===== src/rtl/pixel_grid_pkg.sv =====
`timescale 1ns/1ps
package pixel_grid_pkg;
  localparam int PIX_W  = 8;
  localparam int N_TAPS = 9;
  localparam int OP_W   = 4;

  typedef logic [PIX_W-1:0] pix_t;

  localparam logic [OP_W-1:0] OP_PASS_W = 4'd0;
  localparam logic [OP_W-1:0] OP_ADD    = 4'd1;
  localparam logic [OP_W-1:0] OP_SUB    = 4'd2;
  localparam logic [OP_W-1:0] OP_SHR    = 4'd3;
  localparam logic [OP_W-1:0] OP_MAX    = 4'd4;
  localparam logic [OP_W-1:0] OP_MIN    = 4'd5;
  localparam logic [OP_W-1:0] OP_AVG    = 4'd6;
  localparam logic [OP_W-1:0] OP_PASS_N = 4'd7;

  // One element operation on an (n, w) operand pair.
  function automatic pix_t pe_eval(input logic [OP_W-1:0] op, input pix_t n, input pix_t w);
    logic [PIX_W:0] sum;
    pix_t r;
    sum = {1'b0, n} + {1'b0, w};
    case (op)
      OP_ADD:    r = sum[PIX_W] ? {PIX_W{1'b1}} : sum[PIX_W-1:0];
      OP_SUB:    r = (n >= w) ? pix_t'(n - w) : '0;
      OP_SHR:    r = n >> 1;
      OP_MAX:    r = (n > w) ? n : w;
      OP_MIN:    r = (n < w) ? n : w;
      OP_AVG:    r = sum[PIX_W:1];
      OP_PASS_N: r = n;
      default:   r = w;
    endcase
    return r;
  endfunction

  // Pick one neighbourhood tap; out-of-range selectors fall back to tap 0.
  function automatic pix_t tap_pick(input logic [N_TAPS*PIX_W-1:0] taps, input logic [OP_W-1:0] sel);
    pix_t p;
    p = taps[PIX_W-1:0];
    for (int k = 1; k < N_TAPS; k++)
      if (int'(sel) == k) p = taps[k*PIX_W +: PIX_W];
    return p;
  endfunction
endpackage


===== src/rtl/pg_delay.sv =====
`timescale 1ns/1ps
module pg_delay #(
  parameter int W     = 8,
  parameter int DEPTH = 1
) (
  input  logic         clk,
  input  logic         rst_n,
  input  logic [W-1:0] d_i,
  output logic [W-1:0] q_o
);
  logic [W-1:0] st [DEPTH];

  always_ff @(posedge clk) begin
    if (!rst_n) begin
      for (int i = 0; i < DEPTH; i++) st[i] <= '0;
    end else begin
      st[0] <= d_i;
      for (int i = 1; i < DEPTH; i++) st[i] <= st[i-1];
    end
  end

  assign q_o = st[DEPTH-1];
endmodule


===== src/rtl/pg_pe.sv =====
`timescale 1ns/1ps
module pg_pe
  import pixel_grid_pkg::*;
(
  input  logic            clk,
  input  logic            rst_n,
  input  logic [OP_W-1:0] op_i,
  input  pix_t            n_i,
  input  pix_t            w_i,
  output pix_t            res_o
);
  pix_t res_q;

  always_ff @(posedge clk) begin
    if (!rst_n) res_q <= '0;
    else        res_q <= pe_eval(op_i, n_i, w_i);
  end

  assign res_o = res_q;

  AST_ADD_NOT_BELOW: assert property (@(posedge clk) disable iff (!rst_n)
    (op_i == OP_ADD) |=> (res_q >= $past(n_i) && res_q >= $past(w_i)));
  AST_SUB_NOT_ABOVE: assert property (@(posedge clk) disable iff (!rst_n)
    (op_i == OP_SUB) |=> (res_q <= $past(n_i)));
  AST_MAX_BOUND: assert property (@(posedge clk) disable iff (!rst_n)
    (op_i == OP_MAX) |=> (res_q >= $past(n_i) && res_q >= $past(w_i)));
  AST_MIN_BOUND: assert property (@(posedge clk) disable iff (!rst_n)
    (op_i == OP_MIN) |=> (res_q <= $past(n_i) && res_q <= $past(w_i)));
  AST_SPARE_OP_PASS: assert property (@(posedge clk) disable iff (!rst_n)
    (op_i >= 4'd8) |=> (res_q == $past(w_i)));
endmodule


===== src/rtl/pg_cfg.sv =====
`timescale 1ns/1ps
module pg_cfg
  import pixel_grid_pkg::*;
#(
  parameter int ROWS = 3,
  parameter int COLS = 3,
  parameter int AW   = 5
) (
  input  logic                            clk,
  input  logic                            rst_n,
  input  logic                            we_i,
  input  logic [AW-1:0]                   addr_i,
  input  logic [OP_W-1:0]                 data_i,
  output logic [ROWS*COLS-1:0][OP_W-1:0]  ops_o,
  output logic [COLS-1:0][OP_W-1:0]       top_o,
  output logic [ROWS-1:0][OP_W-1:0]       left_o,
  output logic [OP_W-1:0]                 orow_o
);
  localparam int NPE    = ROWS * COLS;
  localparam int BASE_T = NPE;
  localparam int BASE_L = NPE + COLS;
  localparam int ADDR_O = NPE + COLS + ROWS;
  localparam int NENT   = ADDR_O + 1;

  always_ff @(posedge clk) begin
    if (!rst_n) begin
      ops_o  <= '0;
      top_o  <= '0;
      left_o <= '0;
      orow_o <= '0;
    end else if (we_i) begin
      for (int i = 0; i < NPE; i++)
        if (int'(addr_i) == i) ops_o[i] <= data_i;
      for (int i = 0; i < COLS; i++)
        if (int'(addr_i) == BASE_T + i) top_o[i] <= data_i;
      for (int i = 0; i < ROWS; i++)
        if (int'(addr_i) == BASE_L + i) left_o[i] <= data_i;
      if (int'(addr_i) == ADDR_O) orow_o <= data_i;
    end
  end

  AST_HIGH_ADDR_IGNORED: assert property (@(posedge clk) disable iff (!rst_n)
    (we_i && int'(addr_i) >= NENT) |=>
      ($stable(ops_o) && $stable(top_o) && $stable(left_o) && $stable(orow_o)));
  AST_ROW_ENTRY_WRITE: assert property (@(posedge clk) disable iff (!rst_n)
    (we_i && int'(addr_i) == ADDR_O) |=> (orow_o == $past(data_i)));
endmodule


===== src/rtl/pixel_grid.sv =====
`timescale 1ns/1ps
module pixel_grid
  import pixel_grid_pkg::*;
#(
  parameter int ROWS   = 3,
  parameter int COLS   = 3,
  parameter int CFG_AW = $clog2(ROWS*COLS + ROWS + COLS + 1) + 1
) (
  input  logic                     clk,
  input  logic                     rst_n,
  input  logic                     cfg_we,
  input  logic [CFG_AW-1:0]        cfg_addr,
  input  logic [3:0]               cfg_data,
  input  logic                     px_valid,
  input  logic [N_TAPS*PIX_W-1:0]  win_taps,
  output logic                     out_valid,
  output logic [PIX_W-1:0]         out_pixel
);
  localparam int LAT = ROWS + COLS - 1;

  logic [ROWS*COLS-1:0][OP_W-1:0] ops;
  logic [COLS-1:0][OP_W-1:0]      top_sel;
  logic [ROWS-1:0][OP_W-1:0]      left_sel;
  logic [OP_W-1:0]                orow;

  pg_cfg #(.ROWS(ROWS), .COLS(COLS), .AW(CFG_AW)) u_cfg (
    .clk(clk), .rst_n(rst_n), .we_i(cfg_we), .addr_i(cfg_addr), .data_i(cfg_data),
    .ops_o(ops), .top_o(top_sel), .left_o(left_sel), .orow_o(orow)
  );

  pix_t top_in  [COLS];
  pix_t left_in [ROWS];
  pix_t res     [ROWS][COLS];
  pix_t row_out [ROWS];

  // Border inputs: tap choice, then skew so column c / row r sees the same pixel.
  for (genvar c = 0; c < COLS; c++) begin : g_top
    pix_t pick;
    assign pick = tap_pick(win_taps, top_sel[c]);
    if (c == 0) begin : g_direct
      assign top_in[c] = pick;
    end else begin : g_skew
      pg_delay #(.W(PIX_W), .DEPTH(c)) u_skew (
        .clk(clk), .rst_n(rst_n), .d_i(pick), .q_o(top_in[c]));
    end
  end

  for (genvar r = 0; r < ROWS; r++) begin : g_left
    pix_t pick;
    assign pick = tap_pick(win_taps, left_sel[r]);
    if (r == 0) begin : g_direct
      assign left_in[r] = pick;
    end else begin : g_skew
      pg_delay #(.W(PIX_W), .DEPTH(r)) u_skew (
        .clk(clk), .rst_n(rst_n), .d_i(pick), .q_o(left_in[r]));
    end
  end

  // Element grid: one registered result per element feeds south and east.
  for (genvar r = 0; r < ROWS; r++) begin : g_row
    for (genvar c = 0; c < COLS; c++) begin : g_col
      pix_t n_op, w_op;
      if (r == 0) begin : g_n_border
        assign n_op = top_in[c];
      end else begin : g_n_inner
        assign n_op = res[r-1][c];
      end
      if (c == 0) begin : g_w_border
        assign w_op = left_in[r];
      end else begin : g_w_inner
        assign w_op = res[r][c-1];
      end
      pg_pe u_pe (
        .clk(clk), .rst_n(rst_n), .op_i(ops[r*COLS + c]),
        .n_i(n_op), .w_i(w_op), .res_o(res[r][c]));
    end
  end

  // East edge: pad upper rows so every row reaches the output after LAT cycles.
  for (genvar r = 0; r < ROWS; r++) begin : g_east
    if (r == ROWS - 1) begin : g_direct
      assign row_out[r] = res[r][COLS-1];
    end else begin : g_pad
      pg_delay #(.W(PIX_W), .DEPTH(ROWS - 1 - r)) u_pad (
        .clk(clk), .rst_n(rst_n), .d_i(res[r][COLS-1]), .q_o(row_out[r]));
    end
  end

  always_comb begin
    out_pixel = row_out[0];
    for (int k = 1; k < ROWS; k++)
      if (int'(orow) == k) out_pixel = row_out[k];
  end

  logic [0:0] vld_q;
  pg_delay #(.W(1), .DEPTH(LAT)) u_vld (
    .clk(clk), .rst_n(rst_n), .d_i(px_valid), .q_o(vld_q));
  assign out_valid = vld_q[0];

  // Cycles since reset, saturating; watched by the startup assertion.
  logic [7:0] since_rst;
  always_ff @(posedge clk) begin
    if (!rst_n)                  since_rst <= '0;
    else if (since_rst != 8'hFF) since_rst <= since_rst + 8'd1;
  end

  AST_QUIET_AFTER_RESET: assert property (@(posedge clk) disable iff (!rst_n)
    (int'(since_rst) < LAT) |-> !out_valid);
  AST_IDLE_OUT_ZERO: assert property (@(posedge clk)
    (!rst_n) |=> (!out_valid && out_pixel == '0));
endmodule


===== config.mk =====
export PLATFORM = sky130hd
export DESIGN_NAME = pixel_grid
export DESIGN_NICKNAME = d
export VERILOG_FILES = /design/src/rtl/pixel_grid_pkg.sv /design/src/rtl/pg_delay.sv /design/src/rtl/pg_pe.sv /design/src/rtl/pg_cfg.sv /design/src/rtl/pixel_grid.sv
export SDC_FILE = /design/constraint.sdc
export NUM_CORES = 1
export LEC_CHECK = 0
export ABC_AREA = 1
export BUFFER_PORTS_ARGS = -buffer_cell sky130_fd_sc_hd__buf_2
export CORE_MARGIN = 2
export CORE_UTILIZATION = 40
export DETAILED_ROUTE_END_ITERATION = 12
export GPL_TIMING_DRIVEN = 1
export SYNTH_ARGS = -nofsm -noshare
export SYNTH_HDL_FRONTEND = slang
export SYNTH_HIERARCHICAL = 1
export SYNTH_SLANG_ARGS = --single-unit

===== constraint.sdc =====
create_clock -name clk -period 3.7 [get_ports clk]
set_clock_uncertainty 0.2 [all_clocks]
set_input_delay 0.37 -clock clk [delete_from_list [all_inputs] [get_ports clk]]
set_output_delay 0.37 -clock clk [all_outputs]
set_load 0.05 [all_outputs]

==> impl_metrics.json <==
{
  "route.final.wire_length_mm": 97.9,
  "antenna_found_initial": 3,
  "die_h_um": 263,
  "ir_drop_uv": 244,
  "syn_nets": 5065,
  "finalPower_mw": 8.67,
  "reg2reg_slack_ps": 270,
  "synth_cell_types": 47,
  "track_usage_pct": 27.5,
  "via_count": 30500,
  "critical_path_arrival_ps": 3690,
  "clk_pin_slew_ps": 60,
  "grt_pass1_vias": 28300,
  "synth_edf_count": 0,
  "initial_core_util_pct": 40.6,
  "hold_violations": 0,
  "period_needed_ps": 3430,
  "end_kind": "flop",
  "ys.warnings.count": 6,
  "ant_nets": 0,
  "clock_path_buffers": 3,
  "ios": 94,
  "finalCritPeriodShare_pct": 92.6,
  "path_max_fanout": 19,
  "cts_max_level": 1,
  "dieArea_mm2": 0.0691,
  "grt_pass1_wl_mm": 154,
  "ys_seq_area_share_pct": 15.9,
  "finalNetCount": 5156,
  "vias_per_cell": 5.26,
  "core_mm2": 0.0661,
  "synthArstFlopShare_pct": 0,
  "place_congestion": 1.00,
  "maxCapViolations": 0,
  "cts-root-buf": "clkbuf_16",
  "required_ps": 3960,
  "outcome": "finished, final reports clean",
  "finalSetupViolations": 0,
  "yosys_most_used_dff": "dfxtp_1",
  "ys_ff_latch": 213,
  "place_ws_ps": 53.5,
  "drive_above_1_share_pct": 9.25,
  "tightest_slew_ps": 976,
  "synthCells": 4818,
  "placed_cell_area_mm2": 0.0281,
  "area_growth_pct": 9.02,
  "drc_errors": 0,
  "first_iter_violations": 2814,
  "rows": 94,
  "yosys.area.top_type_share_pct": 18.9,
  "dpl.cell_count": 5732,
  "synth_area_mm2": 0.0268,
  "post-route-util_pct": 44.2,
  "slew_headroom_pct": 34.9,
  "routedWlPerCell_um": 16.9,
  "clk_latency_ps": 570,
  "slew_viol_final": 0,
  "grt_max_degree": 88,
  "port_buffers": 93,
  "hold_class": "in -> reg",
  "synth_commonest_cells": "nand2_1, inv_1, nand3_1",
  "start_kind": "flop",
  "p_leak_nw": 15.5,
  "yosysMostFrequentCell": "nand2_1",
  "synth_largest_area_cell": "nand2_1",
  "fp.dieW_um": 263,
  "fin_setup_tns_ps": 0,
  "fin_hold_ws_ps": 39.9,
  "cts_made_buffers": 26,
  "power_density_mw_per_mm2": 297,
  "instances_no_fill": 5796,
  "synth_area_leaders": "nand2_1, dfxtp_1, inv_1",
  "avgSynthCellArea_um2": 5.56,
  "final_area_mm2": 0.0292,
  "fmax_mhz": 292,
  "hpwl_mm": 77.1,
  "grt_overflow": 0,
  "cts.sinks": 213,
  "cts_tree": "built",
  "crit_type": "reg -> reg",
  "worst_slack_ps": 273,
  "drtPass1Iterations": 6
}
-- cell usage in the layout, fill, tap and decap left out, types with 92 or more instances in the layout --
master / Yosys / layout
o21ai_0: 301 / 300
ha_1: 144 / 142
inv_1: 862 / 860
a21oi_1: 183 / 183
buf_2: 46 / 92
dfxtp_1: 213 / 206
nand2_1: 1352 / 1346
nor2_1: 498 / 493
nand3_1: 638 / 638
buf_4: 48 / 108
-- per-layer routing --
layer  vias up  track usage (%)  wire (um)  share of wire (%)
li1      15400                -          -                  -
met1     13700             35.3      41200                 42
met2      1263             47.4      45300                 46
met3       221             3.03       7360                7.5
met4         2             10.1       4020                4.1
met5         -                0          8             0.0082
-- final timing paths --
path,end,start,cells past startpoint
hold / removal,g_top[2].g_skew.u_skew/st[0][2],win_taps[66],5
setup / recovery,g_row[0].g_col[0].u_pe/res_o[2],u_cfg/left_o[3],24
hold reg to reg,u_vld/st[2],u_vld/st[1],2
setup reg to reg,g_row[0].g_col[0].u_pe/res_o[2],u_cfg/left_o[3],24
-- registers in the layout, indices dropped and copies added (netlist names) --
name	cells
g_east.g_pad.u_pad/st	24
g_left.g_skew.u_skew/st	24
g_row.g_col.u_pe/res_o	72
g_top.g_skew.u_skew/st	24
u_cfg/left_o	12
u_cfg/ops_o	36
u_cfg/orow_o	4
u_cfg/top_o	12
u_vld/st	5
-- what timing repair did --
item	in CTS	in global routing
endpoints found under the setup margin	0	8
resized for setup	0	29
setup buffers	0	5
hold buffers	8	0
hold endpoints to repair	12	0
-- power breakdown --
| part | leakage [nW] | switching [mW] | internal (mW) |
|---|---|---|---|
| Clock | 0.436 | 1.12 | 1.55 |
| Combinational | 13.4 | 2.40 | 1.07 |
| Sequential | 1.74 | 0.135 | 2.39 |
-- cells by family after synthesis --
logic type / synth area share, %
AND/OR/NAND/NOR: 45.0
buffers and inverters: 16.4
AO/OA/AOI/OAI: 13.7
flip-flops: 15.9
adder cells (fa/ha/maj): 8.06
XOR/XNOR: 0.980
-- worst max-delay path, cell delays in order (launching register included) --
cell and delay [ps]:
dfxtp_2 340, nor2_2 90, buf_6 160, nand2_2 90
buf_4 170, nor2_1 100, nor2_1 50, nand2_1 80
nand3_1 80, nand3_1 80, nand2_1 60, nand2_1 70
nand2_1 50, o21ai_0 150, inv_1 110, ha_1 310
nand2_2 110, inv_1 70, a21oi_4 230, nand2_4 100
buf_12 160, o211ai_1 160, nand3b_1 130, nor2_1 100
nor2_1 40
-- layout make-up --
| cell class | count | area (um2) |
|---|---|---|
| diodes | 3 | 7.51 |
| well taps | 864 | 1080 |
| clock inverters | 10 | 104 |
| fillers | 7293 | 36900 |
| multi-input cells | 3566 | 18200 |
| clock buffers | 38 | 787 |
| repair buffers | 212 | 1410 |
| flip-flops and latches | 213 | 4280 |
| inverters | 890 | 3340 |
No activity file was read; power rests on OpenSTA's default activity.
